<file path="config.mk">
export PLATFORM = sky130hd
export DESIGN_NAME = morph_window_unit
export DESIGN_NICKNAME = d
export VERILOG_FILES = /design/src/rtl/morph_pkg.sv /design/src/rtl/morph_lane.sv /design/src/rtl/morph_cas.sv /design/src/rtl/morph_tree.sv /design/src/rtl/morph_window_unit.sv
export SDC_FILE = /design/constraint.sdc
export NUM_CORES = 1
export LEC_CHECK = 0
export BUFFER_PORTS_ARGS = -buffer_cell sky130_fd_sc_hd__buf_2
export CAP_MARGIN = 20
export CORE_MARGIN = 3
export CORE_UTILIZATION = 31
export DETAILED_ROUTE_END_ITERATION = 16
export PLACE_DENSITY_LB_ADDON = 0.15
export SLEW_MARGIN = 20
export SYNTH_ARGS = -nofsm -noshare
export SYNTH_HDL_FRONTEND = slang
export SYNTH_SLANG_ARGS = --single-unit
export TNS_END_PERCENT = 5
</file>
<file path="constraint.sdc">
create_clock -name clk -period 2.1 [get_ports clk]
set_input_delay 0.315 -clock clk [delete_from_list [all_inputs] [get_ports clk]]
set_output_delay 0.315 -clock clk [all_outputs]
set_load 0.01 [all_outputs]
</file>
<file path="src/rtl/morph_pkg.sv">
// Shared types and helpers for the window morphology unit.
// Assumes tree levels are numbered from the lane side, starting at 0.
package morph_pkg;

    // Operation carried alongside every window through the pipeline.
    typedef enum logic {
        MODE_DILATE = 1'b0,
        MODE_ERODE  = 1'b1
    } morph_mode_e;

    // Number of values present at a given level of a pairwise reduction tree.
    function automatic int unsigned level_width(int unsigned taps, int unsigned lvl);
        return (taps + (32'd1 << lvl) - 32'd1) >> lvl;
    endfunction

endpackage

</file>
<file path="src/rtl/morph_lane.sv">
// One arithmetic lane: adds or subtracts the structuring-element code from
// the pixel code, saturating to the pixel range, and registers the result.
// Assumes unsigned codes; mode is sampled together with the operands.
module morph_lane
    import morph_pkg::*;
#(
    parameter int unsigned PIX_W = 4
) (
    input  logic              clk,
    input  logic              rst_n,
    input  morph_mode_e       mode,
    input  logic [PIX_W-1:0]  pix,
    input  logic [PIX_W-1:0]  se,
    output logic [PIX_W-1:0]  lane_q
);

    localparam int unsigned      EXT_W    = PIX_W + 1;
    localparam logic [PIX_W-1:0] CODE_TOP = '1;

    logic [EXT_W-1:0] sum_ext;
    logic [PIX_W-1:0] sum_sat;
    logic [PIX_W-1:0] diff_sat;
    logic [PIX_W-1:0] lane_d;

    // Saturating add and subtract, then pick by mode.
    always_comb begin
        sum_ext  = {1'b0, pix} + {1'b0, se};
        sum_sat  = sum_ext[PIX_W] ? CODE_TOP : sum_ext[PIX_W-1:0];
        diff_sat = (se > pix) ? '0 : (pix - se);
        lane_d   = (mode == MODE_ERODE) ? diff_sat : sum_sat;
    end

    // Lane result register (arithmetic pipeline stage).
    always_ff @(posedge clk) begin
        if (!rst_n) begin
            lane_q <= '0;
        end else begin
            lane_q <= lane_d;
        end
    end

endmodule

</file>
<file path="src/rtl/morph_cas.sv">
// Compare-and-swap node: one magnitude comparator steering one multiplexer.
// Keeps the larger input for dilation and the smaller for erosion.
// Assumes equal inputs may resolve to either side (same value).
module morph_cas
    import morph_pkg::*;
#(
    parameter int unsigned PIX_W = 4
) (
    input  logic              clk,
    input  logic              rst_n,
    input  morph_mode_e       mode,
    input  logic [PIX_W-1:0]  side_a,
    input  logic [PIX_W-1:0]  side_b,
    output logic [PIX_W-1:0]  pick_q
);

    logic a_above_b;
    logic take_a;

    // Single comparator, direction folded into the select.
    always_comb begin
        a_above_b = side_a > side_b;
        take_a    = a_above_b ^ (mode == MODE_ERODE);
    end

    // Registered multiplexer output (one tree level).
    always_ff @(posedge clk) begin
        if (!rst_n) begin
            pick_q <= '0;
        end else begin
            pick_q <= take_a ? side_a : side_b;
        end
    end

endmodule

</file>
<file path="src/rtl/morph_tree.sv">
// Pipelined reduction tree of compare-and-swap nodes, one register stage per
// level. An odd value left over at a level is delayed by a plain register so
// all paths keep equal latency. Valid and mode travel level by level.
// Assumes TAPS >= 2.
module morph_tree
    import morph_pkg::*;
#(
    parameter int unsigned PIX_W = 4,
    parameter int unsigned TAPS  = 9
) (
    input  logic                   clk,
    input  logic                   rst_n,
    input  logic                   in_valid,
    input  morph_mode_e            in_mode,
    input  logic [TAPS*PIX_W-1:0]  in_data,
    output logic                   out_valid,
    output logic [PIX_W-1:0]       out_data
);

    localparam int unsigned LEVELS = $clog2(TAPS);

    for (genvar l = 0; l < LEVELS; l++) begin : g_lvl
        localparam int unsigned CUR = level_width(TAPS, l);
        localparam int unsigned NXT = level_width(TAPS, l + 1);

        logic [CUR*PIX_W-1:0] cur_bus;
        logic [NXT*PIX_W-1:0] nxt_bus;
        logic                 cur_v;
        logic                 nxt_v;
        morph_mode_e          cur_m;

        if (l == 0) begin : g_head
            assign cur_bus = in_data;
            assign cur_v   = in_valid;
            assign cur_m   = in_mode;
        end else begin : g_link
            assign cur_bus = g_lvl[l-1].nxt_bus;
            assign cur_v   = g_lvl[l-1].nxt_v;
            assign cur_m   = g_lvl[l-1].g_mode.nxt_m;
        end

        // Valid flag for this level.
        always_ff @(posedge clk) begin
            if (!rst_n) begin
                nxt_v <= 1'b0;
            end else begin
                nxt_v <= cur_v;
            end
        end

        if (l < LEVELS - 1) begin : g_mode
            morph_mode_e nxt_m;
            // Mode follows its window into the next level.
            always_ff @(posedge clk) begin
                if (!rst_n) begin
                    nxt_m <= MODE_DILATE;
                end else begin
                    nxt_m <= cur_m;
                end
            end
        end

        for (genvar i = 0; i < NXT; i++) begin : g_node
            logic [PIX_W-1:0] node_q;

            if (2 * i + 1 < CUR) begin : g_cas
                morph_cas #(
                    .PIX_W (PIX_W)
                ) u_cas (
                    .clk    (clk),
                    .rst_n  (rst_n),
                    .mode   (cur_m),
                    .side_a (cur_bus[(2*i)*PIX_W +: PIX_W]),
                    .side_b (cur_bus[(2*i+1)*PIX_W +: PIX_W]),
                    .pick_q (node_q)
                );
            end else begin : g_pass
                // Leftover value delayed one level.
                always_ff @(posedge clk) begin
                    if (!rst_n) begin
                        node_q <= '0;
                    end else begin
                        node_q <= cur_bus[(2*i)*PIX_W +: PIX_W];
                    end
                end
            end

            assign nxt_bus[i*PIX_W +: PIX_W] = node_q;
        end
    end

    assign out_valid = g_lvl[LEVELS-1].nxt_v;
    assign out_data  = g_lvl[LEVELS-1].nxt_bus;

endmodule

</file>
<file path="src/rtl/morph_window_unit.sv">
// Top of the gray-scale dilation/erosion window unit. Nine saturating lanes
// feed a compare-and-swap tree; latency is one lane stage plus one stage per
// tree level. Assumes lane k of each bus sits at bits [k*PIX_W +: PIX_W].
module morph_window_unit
    import morph_pkg::*;
#(
    parameter int unsigned PIX_W = 4,
    parameter int unsigned TAPS  = 9
) (
    input  logic                   clk,
    input  logic                   rst_n,
    input  logic                   win_valid,
    input  logic                   win_erode,
    input  logic [TAPS*PIX_W-1:0]  win_pix,
    input  logic [TAPS*PIX_W-1:0]  win_se,
    output logic                   res_valid,
    output logic [PIX_W-1:0]       res_pix
);

    localparam int unsigned BUS_W = TAPS * PIX_W;

    morph_mode_e           win_mode;
    morph_mode_e           lane_mode_q;
    logic                  lane_valid_q;
    logic [BUS_W-1:0]      lane_bus;

    assign win_mode = morph_mode_e'(win_erode);

    for (genvar k = 0; k < TAPS; k++) begin : g_lane
        morph_lane #(
            .PIX_W (PIX_W)
        ) u_lane (
            .clk    (clk),
            .rst_n  (rst_n),
            .mode   (win_mode),
            .pix    (win_pix[k*PIX_W +: PIX_W]),
            .se     (win_se[k*PIX_W +: PIX_W]),
            .lane_q (lane_bus[k*PIX_W +: PIX_W])
        );
    end

    // Valid and mode alongside the lane stage.
    always_ff @(posedge clk) begin
        if (!rst_n) begin
            lane_valid_q <= 1'b0;
            lane_mode_q  <= MODE_DILATE;
        end else begin
            lane_valid_q <= win_valid;
            lane_mode_q  <= win_mode;
        end
    end

    morph_tree #(
        .PIX_W (PIX_W),
        .TAPS  (TAPS)
    ) u_tree (
        .clk       (clk),
        .rst_n     (rst_n),
        .in_valid  (lane_valid_q),
        .in_mode   (lane_mode_q),
        .in_data   (lane_bus),
        .out_valid (res_valid),
        .out_data  (res_pix)
    );

endmodule

</file>
## Word level (Yosys, flattened, before mapping)

Cells that the tools add are included.

| storage, ports and cells | value |
|---|---|
| logic and storage cells | 107 |
| bits of input ports | 76 |
| bits in registers | 89 |
| output and inout port bits | 5 |

| cells by class | value |
|---|---|
| multiplexer cells | 35 |
| $lt $le $gt $ge | 17 |
| add/subtract/negate cells | 18 |
| bitwise logic cells | 8 |

Operators with widths:

| kind | number |
|---|---|
| $mux 4 | 35 |
| $gt 4x4->1 | 17 |
| $add 4x4->5 | 9 |
| $sub 4x4->4 | 9 |
| $xor 1x1->1 | 8 |

## Depth between registers and ports, before layout

Gate-level depths: netlist of run 1.

| logic depth | value |
|---|---|
| depth after elaboration | 3 |
| mapped depth | 8 |
| gate-level depth less buffers | 8 |

## By module

Synthesis of run 1 repeated with hierarchy kept, for this count alone.

| unflattened totals | value |
|---|---|
| cells, all modules | 881 |
| area total of the unflattened synthesis | 7505.9 um^2 |

Modules (own cells, without submodules):

| module | cells an instance | area each (um^2) | times used | sequential area each (um^2) |
|---|---|---|---|---|
| morph_lane at g_lane[0].u_lane ... | 55 | 470.5 | 8 | 80.1 |
| morph_cas | 43 | 336.6 | 8 | 80.1 |
| morph_tree | 39 | 529.3 | 1 | 380.4 |
| morph_lane at g_lane[3].u_lane | 54 | 467.9 | 1 | 80.1 |
| morph_window_unit | 4 | 52.6 | 1 | 40.0 |

## Worst setup path after synthesis of run 1

OpenSTA, ideal clock, no wires.

| timing path | value |
|---|---|
| path type | input port to flip-flop |
| start | input port win_se[2] |
| end | register g_lane[0].u_lane.lane_q[2] |
| path buffers | 1 |
| required time | 1972 ps |
| setup time | 128 ps |
| path slack | 323 ps |
| stages | 8 |
| arrival time | 1649 ps |
| cells stage by stage | inv_1 -> ha_1 -> buf_6 -> nor2b_4 -> o31a_1 -> a22o_1 -> a222oi_1 -> nor2_1 |

| on the way | value |
|---|---|
| cells in the longest elaborated chain, start to end | 3 |
| elaborated cells between the ends (all ways) | 6 |
| those cells by class | add/sub (2); order compare (1); mux (3) |

RTL lines:

| what | line | RTL |
|---|---|---|
| start, declared | morph_window_unit.sv:15 | `input logic [TAPS*PIX_W-1:0] win_se,` |
| $add 4x4->5, or another cell as far along | morph_lane.sv:27 | `sum_ext = {1'b0, pix} + {1'b0, se};` |
| $mux 4 (on tied branches) | morph_lane.sv:28, morph_lane.sv:29 |  |
| $mux 4 (*) | morph_lane.sv:30 | `lane_d = (mode == MODE_ERODE) ? diff_sat : sum_sat;` |
| end signal, assigned | morph_lane.sv:38 | `lane_q <= lane_d;` |
| end, declared | morph_lane.sv:14 | `output logic [PIX_W-1:0] lane_q` |

Every way passes the cells marked *; elsewhere a longest branch is shown, timed or not.
A chain may end at the register's enable or synchronous reset.

## Worst setup path in the final report of run 1

| timing path | value |
|---|---|
| start | register u_tree.g_lvl[2].g_node[1].node_q[1] |
| end | register u_tree.g_lvl[3].g_node[0].g_cas.u_cas.pick_q[3] |

| on the way | value |
|---|---|
| cells in the longest elaborated chain, start to end | 3 |

RTL lines:

| what | line | RTL |
|---|---|---|
| start, declared | morph_tree.sv:64 | `logic [PIX_W-1:0] node_q;` |
| start signal, assigned | morph_tree.sv:83 | `node_q <= cur_bus[(2*i)*PIX_W +: PIX_W];` |
| $gt 4x4->1 | morph_cas.sv:22 | `a_above_b = side_a > side_b;` |
| $xor 1x1->1 | morph_cas.sv:23 | `take_a = a_above_b ^ (mode == MODE_ERODE);` |
| $mux 4 | morph_cas.sv:31 | `pick_q <= take_a ? side_a : side_b;` |
| end signal, assigned | morph_cas.sv:31 |  |
| end, declared | morph_cas.sv:14 | `output logic [PIX_W-1:0] pick_q` |

Every way passes these cells.

==> run metrics, run 1 <==
Vias/cell between 4 and 5; leakage dissipation 3.69 nW; asr flop ratio synth 0%; maximum number of pins on one net before global-route repair 29; main flop type after synthesis sky130_fd_sc_hd__dfxtp_1; power per cell area 709 nW/um^2; TritonCTS Buffers 9; I/O Buffers 80; Tot GR Track Use 11.4%; cell area after layout 7720 um^2; post-DP HPWL 11,200 um; Total Nets Final 1,052; clock skew after layout 0.00606 ns; Synth top area share 26.8%; Post-Syn Nets 970; total number of yosys warnings 0; launch point of the worst reg-to-reg path u_tree.g_lvl[2].g_node[1].node_q[1]$_SDFF_PN0_; vias 5,052; pin slew with the least headroom to its limit 0.515 ns; vias in the first global route 4,882; library cells used by synthesis 51; synthesized flop and latch total 89; critical path endpoint u_tree.g_lvl[3].g_node[0].g_cas.u_cas.pick_q[3]$_SDFF_PN0_; area taken by flip-flops and latches roughly 1800 um^2; data required time at the worst endpoint 2.36 ns; Total Neg Setup Slack 0 ns; max-slew violations 0; Initial Util around a third; fraction of the cycle the final worst path needs 81.0%; GR Overflow Total 0; placement row count 52; I/O pin count 81; final-report setup violation count 0; sequential cell area fraction in the yosys report 26.8%; antenna violations before repair 0; setup repair after global routing missed its margin false; area of the core 20,700 um^2; worst-case vdd ir drop 0.536 mV; status complete, no violations; final hold violation count 0; Slew Limit Headroom between 60% and 70%; Fill cells between 2,000 and 2,500; Layout area overhead 16.1%; number of hold buffers added after CTS 0; synthesized area per cell 8.62 um^2; highest attainable clock frequency approximately 590 MHz; shortest period the worst path allows between 1.5 and 2 ns; critical path startpoint category flop; wire length after detailed routing about 14,000 um; Max H-tree Level 3; top area cells in the synthesized netlist sky130_fd_sc_hd__dfxtp_1 27%, sky130_fd_sc_hd__ha_1 20%, sky130_fd_sc_hd__inv_1 7.0%, sky130_fd_sc_hd__fa_1 5.4%, sky130_fd_sc_hd__mux2i_1 5.4%; total number of clock tree sinks 89; minimum setup slack among reg-to-reg paths 0.40 ns; Synth top cells by count 124 x sky130_fd_sc_hd__inv_1, 104 x sky130_fd_sc_hd__ha_1, 89 x sky130_fd_sc_hd__dfxtp_1; dominant cell by count in the synthesized netlist sky130_fd_sc_hd__inv_1; CP max FO 4; wire length of the first global-routing pass 22,800 um; Critical Path AT 1.96 ns; Crit Path Class reg -> reg; clock root buffer master sky130_fd_sc_hd__clkbuf_16; Crit Reg-Reg Endpoint u_tree.g_lvl[3].g_node[0].g_cas.u_cas.pick_q[3]$_SDFF_PN0_; CTS tree built; number of antenna repair diodes 0; Min-Delay Path Class in -> reg; crit path from u_tree.g_lvl[2].g_node[1].node_q[1]$_SDFF_PN0_; number of enable-type register cells in the synthesized netlist 0; clock latency at the later pin of the worst-skew pair 0.33 ns; hold path start win_valid; count of antenna-violating nets left after detailed routing 0; gate count after technology mapping 772; height of the die 153 um; # DRC 0; maximum clock path buffer count 2; Worst setup EP type flop; Routed wire per std cell 12.0 um; number of gates resized after cts 0; clock transition at the register clock pins on the worst setup and hold paths after CTS 0.07 ns; Placement Cell Area 7400 um^2; setup repair bufs after CTS 0; die width roughly 150 um; number of detailed-routing iterations run before antenna repair 4; combined area of all synthesized cells 6650 um^2; largest area contributor in the netlist sky130_fd_sc_hd__dfxtp_1; worst reg-to-reg path cell count 7; DRC marker count from the first detailed-route iteration 184; floorplan die area 23,300 um^2; share of layout cells above drive strength 1 14.6%; placer congestion estimate 0.850; total of max-cap violations 0; area of the multi-input gates 4300 um^2
-- how the worst min path moves through the flow --
stage | cells past startpoint | end | slack (ns)
floorplan | 1 | u_tree.g_lvl[0].g_node[4].node_q[0]$_SDFF_PN0_ | 0.41
global placement | 1 | u_tree.g_lvl[1].nxt_v$_SDFF_PN0_ | 0.41
detailed placement | 1 | u_tree.g_lvl[2].g_node[1].node_q[2]$_SDFF_PN0_ | 0.42
CTS | 2 | lane_valid_q$_SDFF_PN0_ | 0.18
global route | 2 | lane_valid_q$_SDFF_PN0_ | 0.20
finish | 2 | lane_valid_q$_SDFF_PN0_ | 0.20
-- cell type report --
class | instances | area share, %
tap | 270 | 4.37
sequential | 89 | 23.1
clock inverter | 7 | 1.31
timing repair buffer | 94 | 6.54
clock buffer | 9 | 2.92
inverter | 125 | 6.07
multi-input combinational | 535 | 55.7
-- cell usage in the layout (no fill, tap or decap), types with 8 or more instances in the layout --
cell,synthesis,layout
sky130_fd_sc_hd__clkbuf_16,0,9
sky130_fd_sc_hd__inv_1,124,124
sky130_fd_sc_hd__xnor2_2,8,8
sky130_fd_sc_hd__dfxtp_1,89,89
sky130_fd_sc_hd__ha_1,104,104
sky130_fd_sc_hd__buf_2,5,80
sky130_fd_sc_hd__nor2b_1,28,28
sky130_fd_sc_hd__a21oi_1,64,64
sky130_fd_sc_hd__o21a_1,12,12
sky130_fd_sc_hd__a211oi_1,8,8
sky130_fd_sc_hd__and4_1,8,8
sky130_fd_sc_hd__nor2_1,38,38
sky130_fd_sc_hd__mux2i_1,36,36
sky130_fd_sc_hd__and2_1,20,20
sky130_fd_sc_hd__buf_4,0,14
sky130_fd_sc_hd__fa_1,18,18
sky130_fd_sc_hd__nand2_1,69,69
sky130_fd_sc_hd__o21ai_0,22,22
sky130_fd_sc_hd__o211ai_1,8,8
sky130_fd_sc_hd__o21bai_1,13,13
-- report_power, final --
group,switching [mW],total [mW],internal [mW]
sequential,0.102,1.96,1.86
clock,0.683,1.74,1.05
combinational,0.912,1.77,0.863
total,1.70,5.47,3.78
-- worst max-delay path, stage by stage, from the launching register on --
cell	delay, ns
sky130_fd_sc_hd__dfxtp_1	0.36
sky130_fd_sc_hd__inv_1	0.05
sky130_fd_sc_hd__ha_1	0.27
sky130_fd_sc_hd__nor2b_1	0.13
sky130_fd_sc_hd__o211ai_1	0.15
sky130_fd_sc_hd__a21oi_1	0.12
sky130_fd_sc_hd__xnor2_2	0.32
sky130_fd_sc_hd__mux2i_1	0.23
-- per-layer routing --
metal	part of all wire, %	GRT usage, %	vias to the layer above	wire [um]
met5	0	0	-	0
met3	3.0	1.93	10	401
met1	54	16.8	2235	7290
met2	42	17.6	67	5690
met4	1.1	2.72	0	146
li1	-	-	2740	-
-- registers in the layout (all words and copies together) (netlist names) --
register	cells
u_tree.g_lvl.g_mode.nxt_m	3
lane_mode_q	1
u_tree.g_lvl.g_node.g_cas.u_cas.pick_q	32
lane_valid_q	1
u_tree.out_valid	1
g_lane.u_lane.lane_q	36
u_tree.g_lvl.nxt_v	3
u_tree.g_lvl.g_node.node_q	12
-- cells by family after synthesis --
kind of cell               after synthesis  synth area share, %
AOI/OAI and AO/OA                      172                 17.0
xor gates and xnor gates                15                 2.88
adders and majority gates              122                 25.0
buffers and inverters                  148                 8.56
DFF                                     89                 26.8
muxes                                   36                 5.42
and+or+nand+nor                        190                 14.4
-- per-stage QoR --
stage	hold slack (ns)	cells	worst slack (ns)	util (%)	total power [mW]
floorplan	0.412	772	0.323	-	3.36
global placement	0.413	1113	0.147	35.8	3.81
detailed placement	0.418	1113	0.137	35.8	3.80
CTS	0.184	1129	0.373	37.3	5.56
global route	0.202	1129	0.207	37.3	5.87
finish	0.198	1129	0.398	37.3	5.47
Power figures use the tool's default switching activity.
==> inputs of run 2 (changes only) <==
clock period = 1.46 ns   (was 2.1 ns; I/O delays follow)
==> run 2 against run 1 <==
Flip-flop and latch count did not move. Hold slack got worse by 0.091 ns. Total power rose by 64%. Register-to-register slack got worse by 0.55 ns. Critical path type unchanged. Clock skew barely moved. Cell area rose by 20%. Die area did not move. Count of clock-buffer cells in the layout rose by 2. Highest routed layer unchanged. The run now ends with negative setup slack left. Sequential share of layout area fell by 3.5 points. Sequential power rose by 46%. Maximum frequency rose by 5.8%. Core utilization rose by 7.4 points.
==> run metrics, run 2 (synthesized netlist as in run 1, its figures left out) <==
I/O Buffers 80; vias in the first global route 5,547; number of hold buffers added after CTS 0; # DRC 0; critical path's top delay family flip-flops; maximum clock path buffer count 2; data required time at the worst endpoint 1.71 ns; max-slew violations 0; clock skew after layout 0.00573 ns; pin slew with the least headroom to its limit about 0.41 ns; fraction of the cycle the final worst path needs 110%; highest attainable clock frequency between 600 and 700 MHz; Worst path max stage delay around 0.33 ns; final hold violation count 0; Slew Limit Headroom 72.7%; CTS tree built; setup repair after global routing missed its margin true; total number of clock tree sinks 89; number of antenna repair diodes 0; cell area after layout between 9000 and 10,000 um^2; Layout area overhead 39.1%; Largest register FFs 36; share of layout cells above drive strength 1 between 30% and 40%; register with the most flip-flops g_lane.u_lane.lane_q; overall power consumption 8.98 mW; shortest period the worst path allows 1.61 ns; Worst setup EP type flop; Total Neg Setup Slack -3.14 ns; CP max FO 4; Vias/cell 4.43; post-DP HPWL 12,200 um; Crit Path Class reg -> reg; worst slack at placement -0.361 ns; Placement Cell Area 8520 um^2; critical path startpoint category flop; Routed wire per std cell 11.8 um; worst hold margin 0.107 ns; Total Nets Final 1,194; number of detailed-routing iterations run before antenna repair 4; Tot GR Track Use 12.5%; floorplan die area between 20,000 and 25,000 um^2; Min-Delay Path Class in -> reg; antenna violations before repair 0; power per cell area 971 nW/um^2; I/O pin count 81; Max H-tree Level 3; clock root buffer master sky130_fd_sc_hd__clkbuf_16; wire length after detailed routing 15,000 um; count of antenna-violating nets left after detailed routing 0; vias 5,634; placer congestion estimate 0.801; height of the die between 150 and 200 um; violated checks negative setup slack; crit path setup slack, layout -0.149 ns; total of max-cap violations 0; DRC marker count from the first detailed-route iteration between 150 and 200; crit path max-delay cell type sky130_fd_sc_hd__dfxtp_2; Critical Path AT 1.86 ns; Initial Util 32.2%; worst-case vdd ir drop slightly below 0.7 mV; die width 153 um; leakage dissipation 4.46 nW; worst path cell trace inv_2 -> ha_4 -> nor2b_4 -> o211ai_1 -> a21oi_2 -> xnor2_2 -> buf_6 -> mux2i_1; placement row count 52; wire length of the first global-routing pass 25,000 um; commonest non-fill, non-tap cell in the layout sky130_fd_sc_hd__buf_4; GR Overflow Total 0; maximum number of pins on one net before global-route repair 66; TritonCTS Buffers 9; combined buffer and inverter count along the critical path 2; commonest cells after routing, fill and taps aside 150 x sky130_fd_sc_hd__buf_4, 113 x sky130_fd_sc_hd__inv_1, 88 x sky130_fd_sc_hd__ha_1, 80 x sky130_fd_sc_hd__buf_2, 69 x sky130_fd_sc_hd__nand2_1; clock transition at the register clock pins on the worst setup and hold paths after CTS 0.06 ns; status finished, violations left; final-report setup violation count 33; area of the core 20,700 um^2; clock latency at the later pin of the worst-skew pair between 0.3 and 0.4 ns; largest registers g_lane.u_lane.lane_q x36, u_tree.g_lvl.g_node.g_cas.u_cas.pick_q x32, u_tree.g_lvl.g_node.node_q x12
==> run 2: cell count changes in the layout (fill, tap and decap cells not counted), moves of 5 or more <==
| cell | before | now |
|---|---|---|
| sky130_fd_sc_hd__ha_1 | 104 | 88 |
| sky130_fd_sc_hd__fa_2 | 0 | 9 |
| sky130_fd_sc_hd__ha_4 | 0 | 16 |
| sky130_fd_sc_hd__a21oi_2 | 0 | 17 |
| sky130_fd_sc_hd__buf_6 | 0 | 5 |
| sky130_fd_sc_hd__dfxtp_1 | 89 | 68 |
| sky130_fd_sc_hd__buf_4 | 14 | 150 |
| sky130_fd_sc_hd__fa_1 | 18 | 9 |
| sky130_fd_sc_hd__inv_1 | 124 | 113 |
| sky130_fd_sc_hd__a21oi_1 | 64 | 47 |
| sky130_fd_sc_hd__nor2b_1 | 28 | 20 |
| sky130_fd_sc_hd__inv_2 | 1 | 10 |
| sky130_fd_sc_hd__dfxtp_2 | 0 | 21 |
==> run 2: path summary, 6_finish.rpt <==
path                                                                                   end  cells past startpoint                                           start  slack [ns]
worst max-delay path            u_tree.g_lvl[0].g_node[2].g_cas.u_cas.pick_q[1]$_SDFF_PN0_                      8           g_lane[5].u_lane.lane_q[1]$_SDFF_PN0_       -0.15
worst min-delay path                                               lane_valid_q$_SDFF_PN0_                      2                                       win_valid        0.11
worst max register to register  u_tree.g_lvl[0].g_node[2].g_cas.u_cas.pick_q[1]$_SDFF_PN0_                      8           g_lane[5].u_lane.lane_q[1]$_SDFF_PN0_       -0.15
worst min register to register              u_tree.g_lvl[1].g_node[2].node_q[1]$_SDFF_PN0_                      1  u_tree.g_lvl[0].g_node[4].node_q[1]$_SDFF_PN0_        0.43
==> run 2: timing repair <==
| item | 4_1_cts | 5_1_grt |
|---|---|---|
| endpoints found under the setup margin | 35 | 56 |
| pin swaps | 15 | 12 |
| gates resized for setup | 43 | 51 |
| buffers inserted | 0 | 3 |
==> run 2: layer usage <==
metal / vias up / wire [um] / part of all wire (%) / GRT usage (%)
met2: 71 / 7020 / 47 / 20.9
li1: 3025 / - / - / -
met3: 7 / 423 / 2.8 / 2.39
met4: 0 / 80 / 0.53 / 2.08
met1: 2531 / 7480 / 50 / 17.1
met5: - / 0 / 0 / 0
==> run 2: worst register-to-register path, cell delays in order (launching register included) <==
cell                       delay (ns)
sky130_fd_sc_hd__dfxtp_2         0.33
sky130_fd_sc_hd__inv_2           0.05
sky130_fd_sc_hd__ha_4            0.25
sky130_fd_sc_hd__nor2b_4         0.12
sky130_fd_sc_hd__o211ai_1        0.10
sky130_fd_sc_hd__a21oi_2         0.20
sky130_fd_sc_hd__xnor2_2         0.14
sky130_fd_sc_hd__buf_6           0.14
sky130_fd_sc_hd__mux2i_1         0.20
==> run 2: layout make-up <==
type	count	area, um^2
inverters	125	489
clock buffers	11	253
flip-flops and latches	89	1810
well taps	270	338
clock inverters	5	85.1
multi-input cells	535	4680
fillers	2058	11400
repair buffers	236	1600
==> run 2: where the power goes <==
part	internal [mW]	switching [mW]	total, mW
logic	1.99	1.59	3.58
registers	2.69	0.176	2.87
clock network	1.60	0.931	2.54
==> run 2: metrics by stage <==
step,utilization [%],std cells
CTS,43.7,1268
detailed placement,41.2,1252
global route,44.7,1271
finish,44.7,1271
floorplan,-,772
global placement,41.2,1252
==> inputs of run 3 (changes only) <==
CORE_UTILIZATION = 30   (was 31)
==> run 3 against run 2 <==
The run still ends with negative setup slack left. Count of clock-buffer cells in the layout increased by 2. Global-route usage decreased by 0.26 points. Setup slack improved by 0.0064 ns. Critical path type unchanged. Maximum frequency increased by 0.40%. Register-to-register slack about the same. First-iteration DRC count decreased by 11%. Cell area about the same. Via count increased by 0.67%.
==> run metrics, run 3 (synthesized netlist as in run 1, its figures left out) <==
status finished, violations left; violated checks negative setup slack; Worst setup EP type flop; number of hold buffers added after CTS 0; maximum number of pins on one net before global-route repair 41; wire length of the first global-routing pass 24,700 um; worst-case vdd ir drop 0.650 mV; number of antenna repair diodes 0; Worst Hold Depth 2; clock latency at the later pin of the worst-skew pair 0.33 ns; Initial Util a little under a third; max-slew violations 0; number of instances in the placed design approximately 1,300; Min-Delay Path Class in -> reg; CTS tree built; minimum setup slack among reg-to-reg paths -0.14 ns; leakage dissipation 4.51 nW; clock skew after layout 0.00522 ns; post-layout instance count excluding filler cells approximately 1,300; vias 5,672; worst reg-to-reg path cell count 7; DRC marker count from the first detailed-route iteration 173; core occupancy in the finished layout 43.2%; area of the core 21,400 um^2; register with the most flip-flops g_lane.u_lane.lane_q; overall power consumption approximately 8.7 mW; final hold violation count 0; number of detailed-routing iterations run before antenna repair 4; worst slack at placement -0.354 ns; pin slew with the least headroom to its limit about 0.36 ns; area taken by flip-flops and latches approximately 1800 um^2; total number of clock tree sinks between 80 and 90; highest attainable clock frequency approximately 620 MHz; I/O pin count 81; power per cell area 943 nW/um^2; final-report setup violation count 32; GR Overflow Total 0; area of the multi-input gates 4650 um^2; hold path endpoint lane_valid_q$_SDFF_PN0_; Slew Limit Headroom 76.0%; total of max-cap violations 0; Routed wire per std cell between 10 and 15 um; TritonCTS Buffers 9; antenna violations before repair 0; Critical Path AT between 1.5 and 2 ns; largest registers g_lane.u_lane.lane_q x36, u_tree.g_lvl.g_node.g_cas.u_cas.pick_q x32, u_tree.g_lvl.g_node.node_q x12; maximum clock path buffer count 2; die width 155 um; commonest cells after routing, fill and taps aside 156 x sky130_fd_sc_hd__buf_4, 113 x sky130_fd_sc_hd__inv_1, 91 x sky130_fd_sc_hd__ha_1, 80 x sky130_fd_sc_hd__buf_2, 69 x sky130_fd_sc_hd__nand2_1; clock root buffer master sky130_fd_sc_hd__clkbuf_16; Crit Path Class reg -> reg; data required time at the worst endpoint 1.72 ns; Total Nets Final 1,200; share of layout cells above drive strength 1 approximately 35%; commonest non-fill, non-tap cell in the layout sky130_fd_sc_hd__buf_4; shortest period the worst path allows 1.60 ns; floorplan die area 24,000 um^2; post-DP HPWL 12,000 um; fraction of the cycle the final worst path needs 110%; Max H-tree Level 3; hold path start win_valid; I/O Buffers 80; crit path setup slack, layout -0.142 ns; Fill cells 2,153; # DRC 0; Layout area overhead 39.1%; Crit Reg-Reg Endpoint u_tree.g_lvl[2].g_node[0].g_cas.u_cas.pick_q[1]$_SDFF_PN0_; placer congestion estimate roughly 0.78; clock transition at the register clock pins on the worst setup and hold paths after CTS roughly 0.060 ns; vias in the first global route 5,486; Tot GR Track Use 12.2%; wire length after detailed routing 14,900 um; count of antenna-violating nets left after detailed routing 0; Largest register FFs 36; Vias/cell 4.43; setup repair after global routing missed its margin true; critical path startpoint category flop; height of the die between 150 and 200 um; CP max FO 3; worst hold margin about 0.11 ns; launch point of the worst reg-to-reg path u_tree.g_lvl[1].g_node[1].g_cas.u_cas.pick_q[3]$_SDFF_PN0_; placement row count 53
==> run 3: cell count changes in the layout (fill, tap and decap cells not counted), sizes merged <==
cell and delta:
buf +6, bufinv -1, clkbuf +2, inv -2
==> run 3: repair_timing <==
item | 4_1_cts | 5_1_grt
gates resized for setup | 43 | 47
pin swaps | 22 | 20
buffers inserted | 3 | 2
endpoints found under the setup margin | 32 | 54
==> run 3: through the flow <==
stage | TNS (ns) | cell area (um^2)
6_report | -2.92 | 9260
5_1_grt | -6.05 | 9260
4_1_cts | -3.92 | 9060
3_5_place_dp | -15.23 | 8580
3_3_place_gp | -14.50 | 8580
2_1_floorplan | -3.46 | 6720
==> run 3: worst max path at each step <==
| stage | start | to |
|---|---|---|
| floorplan | win_se[2] | g_lane[0].u_lane.lane_q[2]$_SDFF_PN0_ |
| global placement | win_pix[32] | g_lane[8].u_lane.lane_q[3]$_SDFF_PN0_ |
| detailed placement | win_pix[32] | g_lane[8].u_lane.lane_q[3]$_SDFF_PN0_ |
| CTS | u_tree.g_lvl[0].g_node[1].g_cas.u_cas.pick_q[1]$_SDFF_PN0_ | u_tree.g_lvl[1].g_node[0].g_cas.u_cas.pick_q[1]$_SDFF_PN0_ |
| global route | g_lane[7].u_lane.lane_q[1]$_SDFF_PN0_ | u_tree.g_lvl[0].g_node[3].g_cas.u_cas.pick_q[2]$_SDFF_PN0_ |
| finish | u_tree.g_lvl[1].g_node[1].g_cas.u_cas.pick_q[3]$_SDFF_PN0_ | u_tree.g_lvl[2].g_node[0].g_cas.u_cas.pick_q[1]$_SDFF_PN0_ |
==> run 3: area by class of cell <==
type	count	share of cell area (%)
Inverter	125	5.29
Sequential cell	89	19.5
Clock buffer	13	2.81
Multi-Input combinational cell	535	50.2
Timing Repair Buffer	242	18.0
Tap cell	275	3.72
Clock inverter	2	0.406
==> run 3: critical path, cell delays in order, from the launching register on <==
cell                      delay, ns
sky130_fd_sc_hd__dfxtp_1       0.32
sky130_fd_sc_hd__inv_1         0.05
sky130_fd_sc_hd__ha_1          0.31
sky130_fd_sc_hd__and4_1        0.21
sky130_fd_sc_hd__a21oi_2       0.14
sky130_fd_sc_hd__xnor2_2       0.13
sky130_fd_sc_hd__buf_4         0.15
sky130_fd_sc_hd__mux2i_2       0.20
==> run 3: routing by layer <==
| layer | vias to the layer above | share of wire (%) | track usage [%] |
|---|---|---|---|
| met5 | - | 0 | 0 |
| met2 | 73 | 47 | 20.7 |
| met4 | 0 | 0.84 | 2.61 |
| met3 | 13 | 2.9 | 2.03 |
| met1 | 2549 | 49 | 16.5 |
| li1 | 3037 | - | - |
==> run 3: report_power, final <==
part           total (mW)  internal, mW  switching, mW
clock                2.29          1.41          0.883
sequential           2.85          2.69          0.157
combinational        3.58          2.01           1.58
